<file path="config.mk">
export PLATFORM = sky130hd
export DESIGN_NAME = tmr_capcomp
export DESIGN_NICKNAME = d
export VERILOG_FILES = /design/src/rtl/tmr_pkg.sv /design/src/rtl/tmr_prescaler.sv /design/src/rtl/tmr_channel.sv /design/src/rtl/tmr_capcomp.sv
export SDC_FILE = /design/constraint.sdc
export NUM_CORES = 1
export LEC_CHECK = 0
export BUFFER_PORTS_ARGS = -buffer_cell sky130_fd_sc_hd__buf_2
export CAP_MARGIN = 20
export CORE_MARGIN = 1
export CORE_UTILIZATION = 45
export DETAILED_ROUTE_END_ITERATION = 7
export PLACE_DENSITY = 0.61
export SLEW_MARGIN = 20
export SYNTH_ARGS = -nofsm -noshare
export SYNTH_HDL_FRONTEND = slang
export SYNTH_SLANG_ARGS = --single-unit
</file>
<file path="constraint.sdc">
create_clock -name clk -period 4.1 [get_ports clk]
set_input_delay 0.41 -clock clk [delete_from_list [all_inputs] [get_ports clk]]
set_output_delay 0.41 -clock clk [all_outputs]
set_load 0.01 [all_outputs]
</file>
<file path="src/rtl/tmr_pkg.sv">
package tmr_pkg;

    typedef enum logic [1:0] {
        EDGE_OFF  = 2'b00,
        EDGE_RISE = 2'b01,
        EDGE_FALL = 2'b10,
        EDGE_ANY  = 2'b11
    } edge_sel_e;

    typedef enum logic [1:0] {
        ACT_NONE   = 2'b00,
        ACT_TOGGLE = 2'b01,
        ACT_LOW    = 2'b10,
        ACT_HIGH   = 2'b11
    } out_act_e;

    localparam logic [3:0] A_CTRL  = 4'h0;
    localparam logic [3:0] A_MODE  = 4'h1;
    localparam logic [3:0] A_EDGE  = 4'h2;
    localparam logic [3:0] A_ACT   = 4'h3;
    localparam logic [3:0] A_FLAGS = 4'h4;
    localparam logic [3:0] A_COUNT = 4'h5;

    // Low bits that must all be one before a prescaled tick.
    function automatic logic [6:0] ps_mask(input logic [2:0] sel);
        logic [6:0] m;
        m = '0;
        for (int i = 0; i < 7; i++) begin
            if (i < int'(sel)) m[i] = 1'b1;
        end
        return m;
    endfunction

    function automatic logic edge_hit(input edge_sel_e sel, input logic cur, input logic prv);
        case (sel)
            EDGE_RISE: return cur & ~prv;
            EDGE_FALL: return ~cur & prv;
            EDGE_ANY:  return cur ^ prv;
            default:   return 1'b0;
        endcase
    endfunction

    function automatic logic apply_act(input out_act_e a, input logic q);
        case (a)
            ACT_TOGGLE: return ~q;
            ACT_LOW:    return 1'b0;
            ACT_HIGH:   return 1'b1;
            default:    return q;
        endcase
    endfunction

endpackage

</file>
<file path="src/rtl/tmr_prescaler.sv">
module tmr_prescaler #(
    parameter int PS_W = 7,
    localparam int SEL_W = $clog2(PS_W + 1)
) (
    input  logic             clk,
    input  logic             rst,
    input  logic             en,
    input  logic             restart,
    input  logic [SEL_W-1:0] sel,
    output logic             tick
);
    import tmr_pkg::*;

    logic [PS_W-1:0] ps_q;
    logic [PS_W-1:0] mask;

    assign mask = PS_W'(ps_mask(3'(sel)));
    assign tick = en && ((ps_q & mask) == mask);

    always_ff @(posedge clk) begin
        if (rst || !en || restart) ps_q <= '0;
        else                       ps_q <= ps_q + 1'b1;
    end
endmodule

</file>
<file path="src/rtl/tmr_channel.sv">
module tmr_channel #(
    parameter int CNT_W = 16
) (
    input  logic                  clk,
    input  logic                  rst,
    input  logic                  en,
    input  logic                  cmp_mode,
    input  tmr_pkg::edge_sel_e    edge_sel,
    input  tmr_pkg::out_act_e     act,
    input  logic [CNT_W-1:0]      cnt,
    input  logic                  cnt_upd,
    input  logic                  pin_in,
    input  logic                  reg_wr,
    input  logic [CNT_W-1:0]      wdata,
    input  logic                  flag_clr,
    output logic [CNT_W-1:0]      reg_q,
    output logic                  flag,
    output logic                  pin_out
);
    import tmr_pkg::*;

    logic sync1_q, sync2_q, prev_q;
    logic cap_ev, cmp_ev;

    assign cap_ev = en && !cmp_mode && edge_hit(edge_sel, sync2_q, prev_q);
    assign cmp_ev = en && cmp_mode && cnt_upd && (cnt == reg_q);

    always_ff @(posedge clk) begin
        if (rst) begin
            sync1_q <= 1'b0;
            sync2_q <= 1'b0;
            prev_q  <= 1'b0;
            reg_q   <= '0;
            flag    <= 1'b0;
            pin_out <= 1'b0;
        end else begin
            sync1_q <= pin_in;
            sync2_q <= sync1_q;
            prev_q  <= sync2_q;
            if (cap_ev)      reg_q <= cnt;
            else if (reg_wr) reg_q <= wdata;
            if (cap_ev || cmp_ev) flag <= 1'b1;
            else if (flag_clr)    flag <= 1'b0;
            if (cmp_ev) pin_out <= apply_act(act, pin_out);
        end
    end
endmodule

</file>
<file path="src/rtl/tmr_capcomp.sv">
module tmr_capcomp #(
    parameter int CNT_W = 16,
    parameter int N_CH  = 8,
    parameter int PS_W  = 7
) (
    input  logic             clk,
    input  logic             rst,
    input  logic [3:0]       bus_addr,
    input  logic             bus_wr,
    input  logic [CNT_W-1:0] bus_wdata,
    output logic [CNT_W-1:0] bus_rdata,
    input  logic [N_CH-1:0]  ch_in,
    output logic [N_CH-1:0]  ch_out,
    output logic [N_CH-1:0]  ch_oe,
    output logic [N_CH-1:0]  ch_flag,
    output logic             ovf_flag
);
    import tmr_pkg::*;

    localparam int SEL_W = $clog2(PS_W + 1);

    logic              ctrl_en;
    logic [SEL_W-1:0]  psel_q;
    logic [N_CH-1:0]   mode_q;
    logic [2*N_CH-1:0] edge_q;
    logic [2*N_CH-1:0] act_q;
    logic [CNT_W-1:0]  cnt_q;
    logic              cnt_upd_q;
    logic              tick;
    logic              wr_ctrl, wr_mode, wr_edge, wr_act, wr_flags, cnt_wr;
    logic [N_CH-1:0]   chan_wr;
    logic [N_CH-1:0]   flag_clr;
    logic [CNT_W-1:0]  ccr [N_CH];
    logic [N_CH*CNT_W-1:0] ccr_flat;

    assign wr_ctrl  = bus_wr && (bus_addr == A_CTRL);
    assign wr_mode  = bus_wr && (bus_addr == A_MODE);
    assign wr_edge  = bus_wr && (bus_addr == A_EDGE);
    assign wr_act   = bus_wr && (bus_addr == A_ACT);
    assign wr_flags = bus_wr && (bus_addr == A_FLAGS);
    assign cnt_wr   = bus_wr && (bus_addr == A_COUNT);
    assign flag_clr = (wr_flags && ctrl_en) ? bus_wdata[N_CH-1:0] : '0;

    tmr_prescaler #(.PS_W(PS_W)) u_ps (
        .clk(clk), .rst(rst), .en(ctrl_en), .restart(cnt_wr),
        .sel(psel_q), .tick(tick)
    );

    always_ff @(posedge clk) begin
        if (rst) begin
            ctrl_en   <= 1'b0;
            psel_q    <= '0;
            mode_q    <= '0;
            edge_q    <= '0;
            act_q     <= '0;
            cnt_q     <= '0;
            cnt_upd_q <= 1'b0;
            ovf_flag  <= 1'b0;
        end else begin
            if (wr_ctrl) {psel_q, ctrl_en} <= bus_wdata[SEL_W:0];
            if (wr_mode) mode_q <= bus_wdata[N_CH-1:0];
            if (wr_edge) edge_q <= bus_wdata[2*N_CH-1:0];
            if (wr_act)  act_q  <= bus_wdata[2*N_CH-1:0];
            if (cnt_wr)    cnt_q <= bus_wdata;
            else if (tick) cnt_q <= cnt_q + 1'b1;
            cnt_upd_q <= tick && !cnt_wr;
            if (tick && !cnt_wr && (cnt_q == '1))        ovf_flag <= 1'b1;
            else if (wr_flags && ctrl_en && bus_wdata[N_CH]) ovf_flag <= 1'b0;
        end
    end

    for (genvar i = 0; i < N_CH; i++) begin : g_ch
        assign chan_wr[i] = bus_wr && bus_addr[3] && (bus_addr[2:0] == 3'(i));
        assign ch_oe[i]   = mode_q[i] && (act_q[2*i +: 2] != 2'b00);
        assign ccr_flat[i*CNT_W +: CNT_W] = ccr[i];
        tmr_channel #(.CNT_W(CNT_W)) u_ch (
            .clk(clk), .rst(rst), .en(ctrl_en), .cmp_mode(mode_q[i]),
            .edge_sel(edge_sel_e'(edge_q[2*i +: 2])),
            .act(out_act_e'(act_q[2*i +: 2])),
            .cnt(cnt_q), .cnt_upd(cnt_upd_q), .pin_in(ch_in[i]),
            .reg_wr(chan_wr[i]), .wdata(bus_wdata), .flag_clr(flag_clr[i]),
            .reg_q(ccr[i]), .flag(ch_flag[i]), .pin_out(ch_out[i])
        );
    end

    always_comb begin
        bus_rdata = '0;
        if (bus_addr[3]) begin
            bus_rdata = ccr[bus_addr[2:0]];
        end else begin
            case (bus_addr)
                A_CTRL:  bus_rdata[SEL_W:0]    = {psel_q, ctrl_en};
                A_MODE:  bus_rdata[N_CH-1:0]   = mode_q;
                A_EDGE:  bus_rdata[2*N_CH-1:0] = edge_q;
                A_ACT:   bus_rdata[2*N_CH-1:0] = act_q;
                A_FLAGS: bus_rdata[N_CH:0]     = {ovf_flag, ch_flag};
                A_COUNT: bus_rdata             = cnt_q;
                default: bus_rdata             = '0;
            endcase
        end
    end
endmodule

</file>
Yosys cells after proc, flatten, opt, wreduce, memory -nomap -nowiden
Index checks and enable logic that the tools add are counted.
W data, S select, Z words.
- shift-type cells: 0
- reductions and logical operators: 132
- $add $sub $neg: 2
- bitwise gates (word level): 50
- equality and inequality tests: 70
- divide/modulo/power cells: 0
- magnitude comparators: 8
- multiply operators: 0
- muxes and demuxes: 68
- operator list (cell ; count):
    $mux W16 ; 21
    $eq A16 B16 Y1 ; 8
    $logic_and A1 B1 Y1 ; 68
    $eq A2 B2 Y1 const B ; 32
    $reduce_bool A2 Y1 ; 26
    $bmux W16 S3 ; 1
    $pmux W1 S3 ; 16
    $eq A2 B1 Y1 const B ; 16
    $mux W1 ; 25
    $not A1 Y1 ; 24
    $pmux W4 S6 ; 1
    $reduce_bool A3 Y1 ; 8
    $pmux W7 S3 ; 1
    $pmux W4 S5 ; 1
    $add A16 B1 Y16 const B ; 1
    $and A1 B1 Y1 ; 16
    $eq A16 B16 Y1 const B ; 1
    $reduce_and A2 Y1 ; 8
    $eq A3 B3 Y1 const B ; 4
    $logic_not A1 Y1 ; 10
    $logic_or A1 B1 Y1 ; 10
    $lt A3 B3 Y1 const A ; 3
    $eq A4 B2 Y1 const B ; 2
    $eq A4 B3 Y1 const B ; 2
    15 further kinds ; 25
- bits of input ports: 31
- ROM bits: 0
- bits in latches: 0
- memories kept: 0
- bits in writable memories: 0
- bits in registers: 237

Depth between registers and ports, before layout
Gate-level depths: netlist of the first run.
- depth after elaboration: 8
- depth in mapped cells: 8
- gate-level depth less buffers: 7

Hierarchy
A second synthesis of the first run with hierarchy kept.
- cell total of the unflattened synthesis: 1532
- area, all modules: 13963.4 µm²
- by module, submodules not included (module ; sequential area each (µm²) ; area an instance (µm²) ; cells each ; instances):
    tmr_channel ; 420.4 ; 1122.3 ; 120 ; 8
    tmr_capcomp ; 1241.2 ; 4663.2 ; 534 ; 1
    tmr_prescaler ; 140.1 ; 321.6 ; 38 ; 1

Worst setup path before layout of the first run
No wires, ideal clock.
- path type: input port to output port
- start: in bus_addr[1]
- end: out bus_rdata[10]
- data arrival time: 1914 ps
- path slack: 1776 ps
- data required time: 3690 ps
- cell stages on the path: 5
- cells stage by stage: buf_2 buf_1 mux4_2 mux2i_1 a21oi_1
- longest elaborated chain between the ends: 5
- RTL lines (element ; line ; source):
    start, declared ; tmr_capcomp.sv:8 ; input logic [3:0] bus_addr,
    $not A3 Y4 (not written as such) ; tmr_capcomp.sv:89 ; bus_rdata = ccr[bus_addr[2:0]];
    $bmux W16 S3 ; tmr_capcomp.sv:89 ;
    $mux W16 (not written as such) (2 in series) ; tmr_capcomp.sv:89 ;
    $mux W16 * ; tmr_capcomp.sv:88 ; if (bus_addr[3]) begin
    end, declared ; tmr_capcomp.sv:11 ; output logic [CNT_W-1:0] bus_rdata,
Every way passes the cells marked *; elsewhere a longest branch is shown, timed or not. The select of a mux whose other input is x is not followed.

Worst setup path after layout of the first run
- start: in bus_addr[0]
- end: out bus_rdata[9]
Same word-level chain as after synthesis.

==> results.md, run 1 <==
- Summing all flip-flop and latch instances after layout gives 4740 um2.
- The hold path endpoint is g_ch[6].u_ch.sync1_q.
- The capture instance of the worst register-to-register path is cnt_q[13].
- The setup clock skew after layout is 23.6 ps.
- The most common cell after layout, fill and taps aside is sky130_fd_sc_hd__dfxtp_1.
- The setup slack at placement is 1120 ps.
- The via count of the first global-routing pass came to 11321.
- The total count of max-transition violations in the final report is 0.
- STA classifies the critical path startpoint as an input pin.
- The design draws 5.45 mW.
- The die extent in y is roughly 180 um.
- In the synthesized netlist the async set-or-reset flop fraction comes to 0%.
- The flow ran to the end, and the final reports show no timing, DRC or antenna violations.
- CTS built an H-tree with a depth of 1.
- The wire length of the first global-routing pass is a little over 70 mm.
- Net switching is 25.6% of the power.
- The sequential area share after synthesis is 34.3%.
- The slack of the critical path is a little over 1000 ps.
- Once the floorplan was initialized, standard cells occupied 46.2% of the core.
- Dividing the detail-routed wire length by the instance count gives 24.1 um.
- The clock-pin slew on the worst setup and hold paths is 60 ps.
- In the synthesized netlist, the number of instances is approximately 1600.
- Counting distinct cell types in the post-synthesis netlist gives 54.
- The number of setup violations in the final report is 0.
- The largest net degree at the start of global routing is 135.
- The antenna violation net count after detailed routing is 0.
- The most frequently used flop master after synthesis is sky130_fd_sc_hd__dfxtp_1.
- The final layout contains routed wiring with a total length of 47.3 mm.
- The critical path in this run is classified as input pin to output port.
- The mean post-synth cell area is 8.76 um2.
- The number of antenna diodes is 0.
- The startpoint identified for the worst hold timing path is ch_in[6].
- Across all layers, the routed design uses about 12000 vias.
- The net count of the mapped netlist is 1628.
- The synthesis-to-finish area growth is 10.3%.
- In this run the power density over the cells is 358 nW/um2.
- IR analysis of the VDD net gives a maximum drop of 0.290 mV.
- The worst hold path cell count is 2.
- Post-CTS repair changed the size of 0 cells.
- The power share of the sequential group is approximately 44%.
- The tree is rooted in a sky130_fd_sc_hd__clkbuf_16.
- The full die area is 31400 um2.
- The floorplan has 63 rows.
- Counting I/O delays and the setup requirement, the final critical path takes 3080 ps.
- The worst-case clock buffer depth is 3.
- The number of cells on the worst reg-to-reg path is 5.
- Setup repair after global routing left no endpoint under its margin.
- The number of hold violations in the final report was 0.
- Data on the critical path arrives at its endpoint at 2670 ps.
- Cell internal power was estimated by the tool at 4.06 mW.
- The number of buffers inserted during clock tree synthesis is 28.
- The width of the die is 177 um.
- Dividing the detail-routed via count by the number of cells gives 6.11.
- The floorplan step defined a core boundary enclosing 30000 um2.
- The largest driver fanout on the critical path is 35.
- The DRC violation total after the first TritonRoute iteration is about 1200.
- Max-cap violations in this run came to 0.
- The clock network latency to the later pin of the worst-skew pair is just under 600 ps.
- The setup slack on the worst flop-to-flop path is 1120 ps.
- In the layout the commonest cells are sky130_fd_sc_hd__dfxtp_1, sky130_fd_sc_hd__nor2_1, sky130_fd_sc_hd__mux2i_1, sky130_fd_sc_hd__a211oi_1, sky130_fd_sc_hd__nand2_1.
- During synthesis, Yosys emitted a total of 0 warnings.
- The final net count is approximately 1600.
- The total area of multi-input combinational cells is 8270 um2.
- The worst relative slew slack is 29.3%.
- The required time at the worst-slack endpoint is around 3700 ps.
- The classification of the worst-slack hold path is input pin to flip-flop.
- The final period utilization is between 70% and 80%.
- The clock drives 237 sinks.
- The half-perimeter wire length of the detailed placement result is roughly 32 mm.
- For this design the static power due to leakage is around 5.8 nW.
- STA classifies the critical path endpoint as an output port.
- The initial antenna violation count is 0.
- The detailed-routing iteration count for the pre-antenna-repair pass is 5.
- The DRC violations left is 0.
- The setup fix buffers added after clock tree synthesis is 0.
- In the final layout, the share of cells above drive strength 1 is 13.0%.
- In this run, the clock network consumes 47.8% of the power.
- The synthesized cell area is ~14000 um2.
- Global routing consumed, over all layers together, 30.0% of the routing resources.
- For this run, the top clock speed supported by timing is 0.325 GHz.
- TritonCTS built the clock tree.
- The total I/O pin count is 72.
- The transition time of the tightest slew-check pin is 1060 ps.
- The number of buffer cells added on primary ports is between 70 and 80.
- The total negative setup slack is 0 ps.
- In this run, synthesis produced a sequential element count of 237.
- The final-layout fill cell count is 2843.
- The total overflow reported by the global router is 0.
- The routability congestion estimate is 0.920.
- The number of hold buffers added after CTS is 0.
- The beginning of the worst register-to-register path is cnt_q[4].
- Summed over all nets, the switching power comes to between 1 and 1.5 mW.
- The number of synthesized flops with an enable pin is 0.
- The combinational cell fraction of total power is 8.6%.
==> metrics by stage <==
stage | instance area (um2) | instances | util, % | hold WS, ps
3_3_place_gp | 14300 | 1915 | 47.7 | 416
2_1_floorplan | 13800 | 1579 | - | 414
6_report | 15200 | 1962 | 50.9 | 44.8
3_5_place_dp | 14300 | 1915 | 47.7 | 426
4_1_cts | 15200 | 1962 | 50.9 | 28.9
5_1_grt | 15200 | 1962 | 50.9 | 35.5
==> state kept, by name, summed over array words and instances (netlist names) <==
name               cells
cnt_q                 16
mode_q                 8
cnt_upd_q              1
g_ch.u_ch.sync2_q      8
edge_q                16
psel_q                 3
ovf_flag               1
g_ch.u_ch.prev_q       8
u_ps.ps_q              7
g_ch.u_ch.sync1_q      8
g_ch.u_ch.reg_q      128
g_ch.u_ch.flag         8
ctrl_en                1
g_ch.u_ch.pin_out      8
act_q                 16
==> how the worst max path moves through the flow <==
| stage | start | endpoint | slack [ps] | depth (start not counted) |
|---|---|---|---|---|
| finish | bus_addr[0] | bus_rdata[9] | 1020 | 7 |
| global route | cnt_q[4] | cnt_q[9] | 930 | 5 |
| CTS | bus_addr[0] | bus_rdata[9] | 1100 | 8 |
| detailed placement | bus_addr[0] | bus_rdata[9] | 1120 | 7 |
| global placement | bus_addr[0] | bus_rdata[9] | 1150 | 8 |
| floorplan | bus_addr[1] | bus_rdata[10] | 1780 | 5 |
==> synth_stat cells (9+ instances only) <==
| cell | n | share of area [%] |
|---|---|---|
| sky130_fd_sc_hd__a211oi_1 | 135 | 7.3 |
| sky130_fd_sc_hd__a21oi_1 | 52 | 1.9 |
| sky130_fd_sc_hd__a311oi_1 | 16 | 1.0 |
| sky130_fd_sc_hd__a31oi_1 | 16 | 0.72 |
| sky130_fd_sc_hd__and4_1 | 9 | 0.57 |
| sky130_fd_sc_hd__buf_1 | 22 | 0.60 |
| sky130_fd_sc_hd__buf_2 | 21 | 0.76 |
| sky130_fd_sc_hd__buf_4 | 17 | 0.92 |
| sky130_fd_sc_hd__clkbuf_1 | 103 | 2.8 |
| sky130_fd_sc_hd__dfxtp_1 | 237 | 34 |
| sky130_fd_sc_hd__ha_1 | 18 | 1.6 |
| sky130_fd_sc_hd__inv_1 | 33 | 0.90 |
| sky130_fd_sc_hd__mux2_2 | 9 | 0.73 |
| sky130_fd_sc_hd__mux2i_1 | 158 | 11 |
| sky130_fd_sc_hd__mux4_2 | 33 | 5.4 |
| sky130_fd_sc_hd__nand2_1 | 112 | 3.0 |
| sky130_fd_sc_hd__nand3_1 | 39 | 1.4 |
| sky130_fd_sc_hd__nand4_1 | 29 | 1.3 |
| sky130_fd_sc_hd__nor2_1 | 205 | 5.6 |
| sky130_fd_sc_hd__nor2b_1 | 41 | 1.9 |
| sky130_fd_sc_hd__o21a_1 | 9 | 0.49 |
| sky130_fd_sc_hd__o21ai_0 | 12 | 0.43 |
| sky130_fd_sc_hd__o31ai_1 | 12 | 0.65 |
| sky130_fd_sc_hd__or3_1 | 11 | 0.50 |
| sky130_fd_sc_hd__or4_1 | 13 | 0.71 |
| sky130_fd_sc_hd__xnor2_1 | 107 | 6.8 |
| sky130_fd_sc_hd__xor2_1 | 26 | 1.6 |
==> kinds of logic after synthesis <==
group	count (synthesis)	share of synthesized area, %
muxes	200	17.5
AOI/OAI and AO/OA	300	15.3
xor gates and xnor gates	133	8.43
adders and majority gates	18	1.63
DFF	237	34.3
buffers and inverters	198	6.08
and+or+nand+nor	493	16.6
==> area by class of cell <==
| cell class | instances | share of cell area, % |
|---|---|---|
| clock buffers | 41 | 5.38 |
| clock inverters | 6 | 0.854 |
| inverters | 34 | 0.837 |
| multi-input cells | 1144 | 54.2 |
| flip-flops and latches | 237 | 31.1 |
| well taps | 390 | 3.20 |
| repair buffers | 110 | 4.37 |
==> per-layer routing <==
metal  share of wire, %  global-route usage, %  vias up
li1                   -                      -     5562
met1                 45                   42.5     5804
met2                 43                   44.7      531
met3                8.6                   5.86       99
met4                3.8                   11.7        0
met5                  0                      0        -
==> critical path, cell delays in order <==
cell	delay [ps]
sky130_fd_sc_hd__buf_2	690
sky130_fd_sc_hd__nand2_1	340
sky130_fd_sc_hd__nor2_1	570
sky130_fd_sc_hd__a22o_1	240
sky130_fd_sc_hd__a211oi_1	50
sky130_fd_sc_hd__a21oi_1	180
sky130_fd_sc_hd__buf_2	160
==> power by group through the flow <==
stage          Clock, mW  Combinational, mW  Sequential [mW]
2_1_floorplan          0              0.298             2.41
3_3_place_gp           0              0.453             2.42
3_5_place_dp           0              0.455             2.43
4_1_cts             2.63              0.458             2.37
5_1_grt             2.73              0.494             2.38
6_report            2.61              0.470             2.38
Power figures use the tool's default switching activity.
==> run 2, diff against run 1 <==
--- a/config.mk
+++ b/config.mk
@@ -10,7 +10,7 @@
 export CORE_MARGIN = 1
 export CORE_UTILIZATION = 45
 export DETAILED_ROUTE_END_ITERATION = 7
-export PLACE_DENSITY = 0.61
+export PLACE_DENSITY = 0.63
 export SLEW_MARGIN = 20
 export SYNTH_ARGS = -nofsm -noshare
 export SYNTH_HDL_FRONTEND = slang
==> constraint.sdc (replaced) <==
create_clock -name clk -period 2.6 [get_ports clk]
set_input_delay 0.26 -clock clk [delete_from_list [all_inputs] [get_ports clk]]
set_output_delay 0.26 -clock clk [all_outputs]
set_load 0.01 [all_outputs]
==> run 2 against run 1 <==
Against the previous run: flip-flop and latch count unchanged; final cell count rose by 1.5%; register-to-register slack got worse by 800 ps; via count is 2.3% higher; power increased by 53%; design area up 1.7%; core utilization is 0.85 points higher; count of clock-buffer cells in the layout decreased by 1; largest cell class unchanged; largest power group unchanged.
==> results.md, run 2 (same netlist as run 1, synthesis figures left out) <==
- The run finished with clean final reports.
- The classification of the worst-slack hold path is input pin to flip-flop.
- The largest register by flop count is g_ch.u_ch.reg_q.
- The number of buffer cells added on primary ports is 71.
- The final period utilization is 96.9%.
- The number of hold violations in the final report came to 0.
- Entering global routing, the biggest net connects 106 pins.
- Power spread over the standard cell area amounts to roughly 540 nW/um2.
- The number of H-tree levels is 1.
- The DRC violation total after the first TritonRoute iteration is 1431.
- The via count of the first global-routing pass was 11310.
- Once detailed placement completed, the half-perimeter wirelength came to 32.1 mm.
- Across all hold checks on the routed design, the worst slack comes to about 54 ps.
- The library cell used most frequently in the layout, excluding fill and tap cells, is sky130_fd_sc_hd__dfxtp_1.
- IR analysis of the VDD net gives a maximum drop of 0.537 mV.
- The initial antenna violation count is 0.
- Headroom to the max-slew limit came out at a little under two fifths.
- Once the clock tree was built, the setup fixing pass inserted 0 buffers.
- TritonCTS created 28 clock buffers.
- Counting every sink on the clock net gives 237.
- Post-CTS repair changed the size of 0 cells.
- The via count of the routed design is between 10000 and 15000.
- The setup slack at placement is around 300 ps.
- The worst hold path begins at rst.
- The die extent in y is 177 um.
- The detailed-routing iteration count for the pre-antenna-repair pass is 5.
- The clock passes through at most 3 buffers.
- Measured on the finished design, the core utilization comes to about half.
- Wires add up to about 46 mm.
- The cell depth of the worst flop-to-flop path is 5.
- The total overflow left after global routing is 0.
- The slack of the critical path is between 80 and 90 ps.
- The synthesis-to-finish area growth is 12.1%.
- The wire length of the first global-routing pass is 70.3 mm.
- STA classifies the critical path startpoint as a flip-flop.
- Based on the critical path, the design can be clocked at up to 0.397 GHz.
- Setup violations remaining at the end of the flow were counted as 0.
- The capture instance of the worst register-to-register path is g_ch[4].u_ch.pin_out.
- TritonCTS built the clock tree.
- The clock root buffer is sky130_fd_sc_hd__clkbuf_16.
- The die covers 31400 um2.
- The total count of max-transition violations in the final report is 0.
- The total I/O pin count is 72.
- The hold path endpoint is mode_q[3].
- For this run, design rule violations remaining after detail routing come to 0.
- Measured along the x axis, the die boundary spans 177 um.
- The arrival time of the worst setup path is 2260 ps.
- For the pin with the worst max-slew slack, the measured transition is 938 ps.
- Cells with a size suffix above 1 make up 14.1% of the layout.
- The largest driver fanout on the critical path is 10.
- The core region is around 30000 um2.
- The later pin in the worst-skew pair is clocked with a latency of roughly 550 ps.
- The starting density of the core is between 40% and 50%.
- Setup repair after global routing left no endpoint under its margin.
- The detailed-route vias per instance is ~6.
- STA puts the critical path data required time at 2340 ps.
- Adding up every negative setup slack in the final design gives 0 ps.
- In the final routed layout, each cell accounts on average for 23.3 um.
- For this design the static power due to leakage is 5.91 nW.
- Across all register-to-register paths, the minimum setup slack is 320 ps.
- Clock-pin slew was measured on the worst setup and hold paths at 60 ps.
- The standard-cell row count is 63.
- Routability-driven placement finished with a final weighted congestion of between 0.9 and 1.
- For this design, the CTS-stage hold fixing added 8 buffers.
- The final-layout fill cell count is 2792.
- Once detail routing completed, the nets flagged for antenna violations numbered 0.
- The count of maximum capacitance violations is 0.
- The register with the most flip-flops in the layout has 128 of them.
- The beginning of the worst register-to-register path is cnt_q[15].
- The setup clock skew after layout is 11.0 ps.
- The number of antenna diodes is 0.
- The worst hold path cell count is 2.
- The smallest clock period supported by the final layout is computed as 2520 ps.
- The overall routing resource usage is 29.5%.
- The final net count is between 1500 and 2000.
- The setup path with the least slack is of type flip-flop to output port.
- In the layout the commonest cells are sky130_fd_sc_hd__dfxtp_1, sky130_fd_sc_hd__nor2_1, sky130_fd_sc_hd__mux2i_1, sky130_fd_sc_hd__a211oi_1, sky130_fd_sc_hd__nand2_1.
- The worst setup path is captured at an output port.
-- run 2: through the flow --
stage	total power [mW]	cells	cell area, um2
final	8.36	1992	15500
after global routing	8.57	1992	15500
after CTS	8.37	1991	15500
after detailed placement	4.57	1936	14500
after global placement	4.56	1936	14500
after floorplan	4.27	1579	13800
-- run 2: report_power, final --
group | switching (mW) | internal, mW
sequential | 0.0614 | 3.69
combinational | 0.499 | 0.270
clock | 1.58 | 2.25
-- run 2: layer usage --
| metal | track usage [%] | part of all wire (%) | up-vias |
|---|---|---|---|
| li1 | - | - | 5625 |
| met1 | 41.6 | 44 | 5984 |
| met5 | 0 | 0 | - |
| met4 | 11.4 | 4.0 | 0 |
| met3 | 5.35 | 8.1 | 107 |
| met2 | 44.3 | 43 | 550 |
-- run 2: worst max-delay path by stage --
stage / start / endpoint / slack [ps] / depth (start not counted)
after global placement: bus_addr[0] / bus_rdata[13] / 320 / 6
after detailed placement: bus_addr[0] / bus_rdata[15] / 300 / 6
after global routing: ctrl_en / bus_rdata[0] / 60 / 4
after floorplan: bus_addr[1] / bus_rdata[10] / 580 / 5
final: ctrl_en / bus_rdata[0] / 80 / 4
after CTS: ctrl_en / bus_rdata[0] / 90 / 4
-- run 2: layout make-up --
cell class / instances / area [um2] / share of cell area (%)
Clock buffer: 40 / 817 / 5.27
Clock inverter: 7 / 60.1 / 0.388
Inverter: 34 / 128 / 0.824
Multi-Input combinational cell: 1144 / 8270 / 53.3
Sequential cell: 237 / 4740 / 30.6
Tap cell: 390 / 488 / 3.15
Timing Repair Buffer: 140 / 995 / 6.42
-- run 2: critical path, stage by stage, from the launching register on --
cell and delay [ps]:
sky130_fd_sc_hd__dfxtp_1 430, sky130_fd_sc_hd__mux4_2 490, sky130_fd_sc_hd__a221oi_1 430, sky130_fd_sc_hd__a21oi_1 180, sky130_fd_sc_hd__buf_2 180
